[src/rtl/imb_pkg.sv]
package imb_pkg;
    localparam int unsigned DATA_W     = 8;
    localparam int unsigned ADDR_BYTES = 4;
    localparam int unsigned ADDR_W     = DATA_W * ADDR_BYTES;
    localparam int unsigned IDX_W      = $clog2(ADDR_BYTES + 1);
    localparam int unsigned ABYTE_W    = $clog2(ADDR_BYTES);
    localparam int unsigned CFG_W      = 8;
    localparam int unsigned EN_BIT     = 5;
    localparam logic [IDX_W-1:0] DATA_IDX = IDX_W'(ADDR_BYTES);

    typedef enum logic [1:0] {ST_IDLE, ST_BUSY, ST_RESP} ctrl_st_e;

    typedef struct packed {
        logic              we;
        logic [ADDR_W-1:0] addr;
        logic [DATA_W-1:0] data;
        logic              zone;
        logic [CFG_W-1:0]  cfg;
    } mem_cmd_t;

    typedef struct packed {
        logic             valid;
        logic             zone;
        logic [CFG_W-1:0] cfg;
    } zone_pick_t;

    // Select 0 wins whenever its enable is set.
    function automatic zone_pick_t pick_zone(input logic [CFG_W-1:0] c0,
                                             input logic [CFG_W-1:0] c1);
        zone_pick_t p;
        p.valid = c0[EN_BIT] | c1[EN_BIT];
        p.zone  = ~c0[EN_BIT];
        p.cfg   = c0[EN_BIT] ? c0 : c1;
        return p;
    endfunction
endpackage

[src/rtl/imb_addr_regs.sv]
module imb_addr_regs
    import imb_pkg::*;
#(
    parameter int unsigned NBYTES = ADDR_BYTES,
    parameter int unsigned DW     = DATA_W,
    localparam int unsigned SEL_W = (NBYTES > 1) ? $clog2(NBYTES) : 1
) (
    input  logic                       clk,
    input  logic                       rst,
    input  logic                       wr_en,
    input  logic [SEL_W-1:0]           wr_sel,
    input  logic [DW-1:0]              wr_data,
    output logic [NBYTES-1:0][DW-1:0]  bytes_q
);
    for (genvar g = 0; g < NBYTES; g++) begin : g_byte
        always_ff @(posedge clk) begin
            if (rst) begin
                bytes_q[g] <= '0;
            end else if (wr_en && (wr_sel == SEL_W'(g))) begin
                bytes_q[g] <= wr_data;
            end
        end
    end

    // without a host address write the registers keep their value
    p_addr_hold_r8: assert property (@(posedge clk) disable iff (rst)
        !wr_en |=> $stable(bytes_q));
endmodule

[src/rtl/imb_zone_sel.sv]
module imb_zone_sel
    import imb_pkg::*;
(
    input  logic [CFG_W-1:0] cfg0,
    input  logic [CFG_W-1:0] cfg1,
    output zone_pick_t       pick
);
    always_comb pick = pick_zone(cfg0, cfg1);
endmodule

[src/rtl/imb_ctrl.sv]
module imb_ctrl
    import imb_pkg::*;
#(
    parameter logic [DATA_W-1:0] OFF_FILL = 8'hFF
) (
    input  logic                              clk,
    input  logic                              rst,
    input  logic                              host_req,
    input  logic                              host_wr,
    input  logic [IDX_W-1:0]                  host_idx,
    input  logic [DATA_W-1:0]                 host_wdata,
    output logic                              host_ready,
    output logic [DATA_W-1:0]                 host_rdata,
    input  zone_pick_t                        pick,
    input  logic [ADDR_BYTES-1:0][DATA_W-1:0] addr_bytes,
    output logic                              addr_wr_en,
    output logic                              seq_req,
    output mem_cmd_t                          cmd_q,
    input  logic                              seq_done,
    input  logic [DATA_W-1:0]                 seq_rdata
);
    ctrl_st_e st_q;
    logic     is_addr;
    logic     is_data;
    logic [DATA_W-1:0] reg_rd;

    always_comb begin
        is_addr    = (host_idx < IDX_W'(ADDR_BYTES));
        is_data    = (host_idx == DATA_IDX);
        addr_wr_en = (st_q == ST_IDLE) && host_req && host_wr && is_addr;
        reg_rd     = is_addr ? addr_bytes[host_idx[ABYTE_W-1:0]] : '0;
    end

    always_ff @(posedge clk) begin
        if (rst) begin
            st_q       <= ST_IDLE;
            host_ready <= 1'b0;
            host_rdata <= '0;
            seq_req    <= 1'b0;
            cmd_q      <= '0;
        end else begin
            unique case (st_q)
                ST_IDLE: begin
                    host_ready <= 1'b0;
                    if (host_req) begin
                        if (is_data && pick.valid) begin
                            seq_req    <= 1'b1;
                            cmd_q.we   <= host_wr;
                            cmd_q.addr <= addr_bytes;
                            cmd_q.data <= host_wr ? host_wdata : '0;
                            cmd_q.zone <= pick.zone;
                            cmd_q.cfg  <= pick.cfg;
                            st_q       <= ST_BUSY;
                        end else begin
                            if (host_wr)      host_rdata <= '0;
                            else if (is_data) host_rdata <= OFF_FILL;
                            else              host_rdata <= reg_rd;
                            host_ready <= 1'b1;
                            st_q       <= ST_RESP;
                        end
                    end
                end
                ST_BUSY: begin
                    if (seq_done) begin
                        seq_req    <= 1'b0;
                        host_rdata <= cmd_q.we ? '0 : seq_rdata;
                        host_ready <= 1'b1;
                        st_q       <= ST_RESP;
                    end
                end
                default: begin
                    host_ready <= 1'b0;
                    st_q       <= ST_IDLE;
                end
            endcase
        end
    end

    // the command is held unchanged until the sequencer finishes
    p_cmd_hold_r5: assert property (@(posedge clk) disable iff (rst)
        (seq_req && !seq_done) |=> (seq_req && $stable(cmd_q)));
    // no host completion while a memory cycle is outstanding
    p_stall_r5: assert property (@(posedge clk) disable iff (rst)
        seq_req |-> !host_ready);
    // done ends the request at the next edge
    p_drop_r5: assert property (@(posedge clk) disable iff (rst)
        (seq_req && seq_done) |=> !seq_req);
    // completion is a single-cycle pulse
    p_ready_pulse_r2: assert property (@(posedge clk) disable iff (rst)
        host_ready |=> !host_ready);
    // a request starts only when an enable flag was set
    p_no_cycle_r6: assert property (@(posedge clk) disable iff (rst)
        $rose(seq_req) |-> $past(pick.valid));
endmodule

[src/rtl/imb_bridge.sv]
module imb_bridge
    import imb_pkg::*;
(
    input  logic              clk,
    input  logic              rst,
    input  logic              host_req,
    input  logic              host_wr,
    input  logic [2:0]        host_idx,
    input  logic [7:0]        host_wdata,
    output logic              host_ready,
    output logic [7:0]        host_rdata,
    input  logic [7:0]        zone0_cfg,
    input  logic [7:0]        zone1_cfg,
    output logic              seq_req,
    output logic              seq_we,
    output logic [31:0]       seq_addr,
    output logic [7:0]        seq_wdata,
    output logic              seq_zone,
    output logic [7:0]        seq_cfg,
    input  logic              seq_done,
    input  logic [7:0]        seq_rdata
);
    zone_pick_t                        pick;
    logic [ADDR_BYTES-1:0][DATA_W-1:0] addr_bytes;
    logic                              addr_wr_en;
    mem_cmd_t                          cmd;

    imb_zone_sel u_zone (
        .cfg0 (zone0_cfg),
        .cfg1 (zone1_cfg),
        .pick (pick)
    );

    imb_addr_regs #(.NBYTES(ADDR_BYTES), .DW(DATA_W)) u_addr (
        .clk     (clk),
        .rst     (rst),
        .wr_en   (addr_wr_en),
        .wr_sel  (host_idx[ABYTE_W-1:0]),
        .wr_data (host_wdata),
        .bytes_q (addr_bytes)
    );

    imb_ctrl #(.OFF_FILL(8'hFF)) u_ctrl (
        .clk        (clk),
        .rst        (rst),
        .host_req   (host_req),
        .host_wr    (host_wr),
        .host_idx   (host_idx),
        .host_wdata (host_wdata),
        .host_ready (host_ready),
        .host_rdata (host_rdata),
        .pick       (pick),
        .addr_bytes (addr_bytes),
        .addr_wr_en (addr_wr_en),
        .seq_req    (seq_req),
        .cmd_q      (cmd),
        .seq_done   (seq_done),
        .seq_rdata  (seq_rdata)
    );

    always_comb begin
        seq_we    = cmd.we;
        seq_addr  = cmd.addr;
        seq_wdata = cmd.data;
        seq_zone  = cmd.zone;
        seq_cfg   = cmd.cfg;
    end

    // select 0 has priority; select 1 only when select 0 is off
    p_zone_prio_r7: assert property (@(posedge clk) disable iff (rst)
        $rose(seq_req) |-> (seq_zone == !$past(zone0_cfg[EN_BIT])));
endmodule

[config.mk]
export PLATFORM = sky130hd
export DESIGN_NAME = imb_bridge
export DESIGN_NICKNAME = d
export VERILOG_FILES = /design/src/rtl/imb_pkg.sv /design/src/rtl/imb_addr_regs.sv /design/src/rtl/imb_zone_sel.sv /design/src/rtl/imb_ctrl.sv /design/src/rtl/imb_bridge.sv
export SDC_FILE = /design/constraint.sdc
export NUM_CORES = 1
export LEC_CHECK = 0
export ABC_CLOCK_PERIOD_IN_PS = 3100
export CAP_MARGIN = 0
export CORE_MARGIN = 2
export CORE_UTILIZATION = 42
export CTS_BUF_LIST = sky130_fd_sc_hd__clkbuf_2
export DETAILED_ROUTE_END_ITERATION = 6
export PLACE_DENSITY = 0.79
export SYNTH_ARGS = -nofsm -noshare
export SYNTH_HDL_FRONTEND = slang
export SYNTH_HIERARCHICAL = 1
export SYNTH_SLANG_ARGS = --single-unit
[constraint.sdc]
create_clock -name clk -period 3.1 [get_ports clk]
set_clock_uncertainty 0.2 [all_clocks]
set_input_delay 0.93 -clock clk [delete_from_list [all_inputs] [get_ports clk]]
set_output_delay 0.93 -clock clk [all_outputs]
set_load 0.01 [all_outputs]
# Yosys cells after proc, flatten, opt, wreduce, memory -nomap -nowiden
# Index checks and enable logic that the tools add are counted.
[word_totals]
word_cells = 65
latchBits = 0
rom_bits = 0
ram_bits = 0
register_bits = 94
mem_count = 0
out_inout_bits = 60
[classes]
reduce_logical = 15
add_sub_neg = 0
n_bitwise = 2
n_div = 0
n_mux = 24
n_lt_le_gt_ge = 2
shifts = 0
mul = 0
n_eq_ne = 9
[op_table]
columns = ["op", "n"]
rows = [
  ["$mux 8", 10],
  ["$bmux 8 s2", 1],
  ["$pmux 8 s2", 1],
  ["$logic_and 1x1->1", 8],
  ["$ne 2x2->1 const B", 4],
  ["$reduce_and 4->1", 2],
  ["$mux 1", 6],
  ["$mux 2", 3],
  ["$eq 2x1->1 const B", 2],
  ["$eq 2x2->1 const B", 2],
  ["$logic_not 2->1", 2],
  ["$pmux 1 s2", 2],
  ["$pmux 2 s2", 1],
  ["$eq 3x3->1 const B", 1],
  ["$lt 2x3->1 const B", 1],
  ["$lt 3x3->1 const B", 1],
  ["$reduce_and 3->1", 1],
  ["$reduce_and 2->1", 1],
  ["$reduce_bool 2->1", 1],
  ["$not 1->1", 1],
  ["$or 1x1->1", 1],
]

# Depth between registers and ports, before layout
[logic_depth]
ltp_word = 8
depth_mapped = 9

# Cells and area by module
# Netlist, hierarchy kept.
[by_module_without_submodules]
columns = ["module", "cells_per_inst", "n_inst", "area_per_inst_um2", "seq_area_each_um2"]
rows = [
  ["imb_ctrl", 312, 1, 2522.4, 1241.2],
  ["imb_addr_regs", 116, 1, 1285.0, 640.6],
  ["imb_zone_sel", 11, 1, 133.9, 0.0],
]

# Least setup slack after synthesis
# No wires, ideal clock.
[synth_path]
path_type = "input -> register"
from = "in zone0_cfg[5]"
to = "reg u_ctrl.host_rdata[0]"
t_required_ns = 2.766
path_stages = 7
slack_ns = 0.477
t_arrival_ns = 2.289
setup_time_ns = 0.134
n_path_buf = 2
cell_sequence = "buf_6 or2_2 buf_4 nand2b_1 a311o_1 a221oi_1 a211oi_1"
[synth_lines]
columns = ["item", "line_no", "rtl"]
rows = [
  ["from (decl)", "imb_bridge.sv:12", "input logic [7:0] zone0_cfg,"],
  ["to (signal assigned)", "imb_ctrl.sv:57", "else host_rdata <= reg_rd;"],
  ["to (signal assigned)", "imb_ctrl.sv:66", "host_rdata <= cmd_q.we ? '0 : seq_rdata;"],
  ["to (decl)", "imb_ctrl.sv:13", "output logic [DATA_W-1:0] host_rdata,"],
]

# Worst setup path after layout
[layout_path]
from = "in host_req"
to = "reg u_ctrl/cmd_q[11] in the netlist's numbering"
[layout_via]
elab_chain_cells = 1
[layout_rtl]
columns = ["item", "line_no", "rtl"]
rows = [
  ["from (decl)", "imb_bridge.sv:6", "input logic host_req,"],
  ["$reduce_and 3->1 (no line)", "--", ""],
  ["to (decl)", "imb_ctrl.sv:18", "output mem_cmd_t cmd_q,"],
]
# No other way between the ends.
# A chain may end at the register's enable or synchronous reset.

==> summary.md <==
| Metric | Value |
|---|---|
| CTS resizes | `0` |
| Yosys cell types | `27` |
| Leak Pwr | `1.95 nW` |
| DR pass1 iterations | `4` |
| Reg2reg start | `u_ctrl/st_q[0]$_SDFFE_PP0P_` |
| Ys Warns | `6` |
| Setup TNS | `0 ns` |
| DRC | `0` |
| Post-Syn Instances | `439` |
| Max-slew headroom | `23.8%` |
| Initial antenna violation count | `0` |
| 1st-iter DRT viols | `160` |
| # IOs | `100` |
| Power density over the cells | `392 nW/um2` |
| Internal power | `1.48 mW` |
| NumNets Final | `571` |
| Syn_area_per_cell | `8.98 um2` |
| Top delay family on crit path | `simple AND/OR/NAND/NOR gates` |
| Sw Pwr | `0.540 mW` |
| RSZ-0062 raised after global routing | `no` |
| GPL Wtd Cong | `0.829` |
| Multi-input logic area | `1860 um2` |
| WL final | `9920 um` |
| Seq pwr share | `61.6%` |
| Critical Path AT | `3.14 ns` |
| Largest area contributor in the netlist | `dfxtp_1` |
| Worst R2R End | `u_ctrl/cmd_q[11]$_SDFFE_PP0P_` |
| Peak supply drop | `0.231 mV` |
| Register area share after synthesis | `47.7%` |
| CP Data Required Time | `3.37 ns` |
| Worst Setup End Kind | `flop` |
| R2R depth | `4` |
| Hold Path Sink | `u_ctrl/cmd_q[24]$_SDFFE_PP0P_` |
| Delay of the slowest critical-path stage | `0.91 ns` |
| DIE HEIGHT | `101 um` |
| CTS Root Cell | `clkbuf_2` |
| Row Count | `35` |
| Status | `finished, final reports clean` |
| Register area | `1880 um2` |
| Logic pwr share | `11.5%` |
| Yosys top cell area share | `47.7%` |
| TritonCTS clock tree | `done` |
| Total CTS buffers | `9` |
| Tcrit/Tclk final | `92.6%` |
| Max-Cap Viols | `0` |
| Fmax | `0.349 GHz` |
| # H-tree levels | `3` |
| Clk_lat worst skew | `0.51 ns` |
| Worst Slack Setup Final | `0.231 ns` |
| Endpoints failing hold | `0` |
| Initial Util | `43.1%` |
| Clk network pwr share | `26.9%` |
| Post-synth net total | `479` |
| Post-CTS Setup Inserts | `0` |
| Hold Path Class | `flop to flop` |
| Crit path cell chain | `clkdlybuf4s50_1, or3b_1, nor2b_4, nand3_1, a21oi_1` |
| Hold path depth | `2` |
| Cts hold-fix bufs | `0` |
| Vias per cell | `5.19` |
| Largest net degree at the start of global routing | `66` |
| Min cycle time layout | `2.87 ns` |
| Clk buf depth | `2` |
| Max Fanout on Critical Path | `52` |
| Max stage delay cell, worst path | `nor2b_4` |
| Layout cells sized above 1 | `8.21%` |
| Synth Cell Area | `3940 um2` |
| Sw frac | `26.8%` |
| Dpl ws | `-0.300 ns` |
| CTS sink cnt | `94` |
| Crit Path Class | `input port to flop` |
| Total grt overflow | `0` |
| Final HPWL DP | `7210 um` |
| Hold Startpoint | `u_addr/bytes_q[7]$_SDFFE_PP0P_` |
| First-pass GRT wire length | `15600 um` |
| Worst-path clk slew | `0.28 ns` |
| Total global-route track usage | `19.6%` |
| WP buf/inv | `1` |
| Worst-margin pin slew | `1.14 ns` |
| ANT nets after route | `0` |
| Synth-to-Final Area Change | `30.8%` |
| Reg2reg setup slack | `0.73 ns` |
| Wire per inst | `15.3 um` |
| Core area | `9150 um2` |
| Slew Viols, Final | `0` |
| Post-synthesis register bit count | `94` |
| Via count | `3360` |
| Vias in the first global route | `3250` |
| # fillers | `801` |
| Die width | `101 um` |
| # setup viols final | `0` |
| Synth area leaders | `dfxtp_1 (48%), mux2i_1 (12%), nand2_1 (9.0%)` |
| CP Launch Type | `input port` |
| Diodes inserted | `0` |
| Buffers on Ports | `99` |
| Die area | `10200 um2` |
per-layer routing:
| layer | part of all wire, % | vias to the layer above | wire length, um | track usage (%) |
|---|---|---|---|---|
| met3 | 6.6 | 7 | 659 | 4.99 |
| li1 | - | 1663 | - | - |
| met4 | 0.67 | 0 | 66 | 6.32 |
| met5 | 0 | - | 0 | 0 |
| met2 | 51 | 93 | 5020 | 34.0 |
| met1 | 42 | 1597 | 4180 | 23.8 |
flip-flops by register name, summed over array words and instances, names as in the netlist:
name and flops:
u_ctrl/st_q 2, u_ctrl/seq_req 1, u_addr/bytes_q 32, u_ctrl/cmd_q 50, u_ctrl/host_rdata 8, u_ctrl/host_ready 1
per-stage QoR:
step	cell area, um2	cells	util (%)	hold slack, ns	power, mW
floorplan	3940	439	-	0.245	1.38
global placement	5060	631	55.3	0.237	1.49
detailed placement	5060	631	55.3	0.247	1.50
CTS	5150	647	56.3	0.265	2.03
global route	5150	647	56.3	0.287	2.11
finish	5150	647	56.3	0.249	2.02
logic make-up after synthesis:
logic type      share of synthesized area [%]
compound gates                           11.6
buf+inv                                  5.24
flops                                    47.7
mux                                      15.1
simple gates                             20.3
area by class of cell:
cell class	count	share of cell area [%]
flip-flops and latches	94	36.5
repair buffers	114	22.0
clock inverters	5	0.825
multi-input cells	302	36.1
clock buffers	11	1.07
inverters	10	0.728
well taps	111	2.69
worst max path at each step:
stage	startpoint	end	slack, ns	cells after the start
after global placement	host_req	u_ctrl/cmd_q[13]$_SDFFE_PP0P_	-0.25	5
final	host_req	u_ctrl/cmd_q[11]$_SDFFE_PP0P_	0.23	5
after global routing	host_req	u_ctrl/cmd_q[14]$_SDFFE_PP0P_	0.06	5
after detailed placement	host_req	u_ctrl/cmd_q[11]$_SDFFE_PP0P_	-0.30	5
after floorplan	zone0_cfg[5]	u_ctrl/host_rdata[0]$_SDFFE_PP0P_	0.48	7
after CTS	host_req	u_ctrl/cmd_q[21]$_SDFFE_PP0P_	0.29	5
worst min-delay path, stage by stage, from the launching register on:
cell	delay, ns
dfxtp_1	0.38
nand2_1	0.06
a21oi_1	0.05
layout by cell type (no fill, tap or decap), types with 8 or more instances in the layout:
| cell | n |
|---|---|
| clkdlybuf4s50_1 | 98 |
| inv_1 | 10 |
| dfxtp_1 | 94 |
| a21oi_1 | 52 |
| buf_4 | 12 |
| o22ai_1 | 8 |
| clkbuf_2 | 11 |
| nand2_1 | 95 |
| a221oi_1 | 8 |
| mux2i_1 | 49 |
| nand3_1 | 9 |
| a211oi_1 | 8 |
| nand2b_1 | 44 |
cells in the mapped netlist:
library cell and number:
nand2_1 95, dfxtp_1 94, a21oi_1 52, mux2i_1 49, nand2b_1 45, clkbuf_1 13
buf_2 12, inv_1 10, nand3_1 9, a211oi_1 8, a221oi_1 8, o22ai_1 8
mux2_4 7, nor2_1 7, buf_4 4, buf_1 2, buf_6 2, nand3b_1 2
nor3b_1 2, or2_2 2, or3b_1 2, a311o_1 1, and3b_1 1, and4bb_2 1
nor2b_1 1, nor3_1 1, o21ai_0 1
power by group through the flow:
stage	combinational [mW]	clock, mW	sequential (mW)
floorplan	0.112	0	1.27
global placement	0.226	0	1.27
detailed placement	0.231	0	1.27
CTS	0.231	0.557	1.24
global route	0.247	0.616	1.25
finish	0.232	0.542	1.24
(Power assumes the default switching activity.)
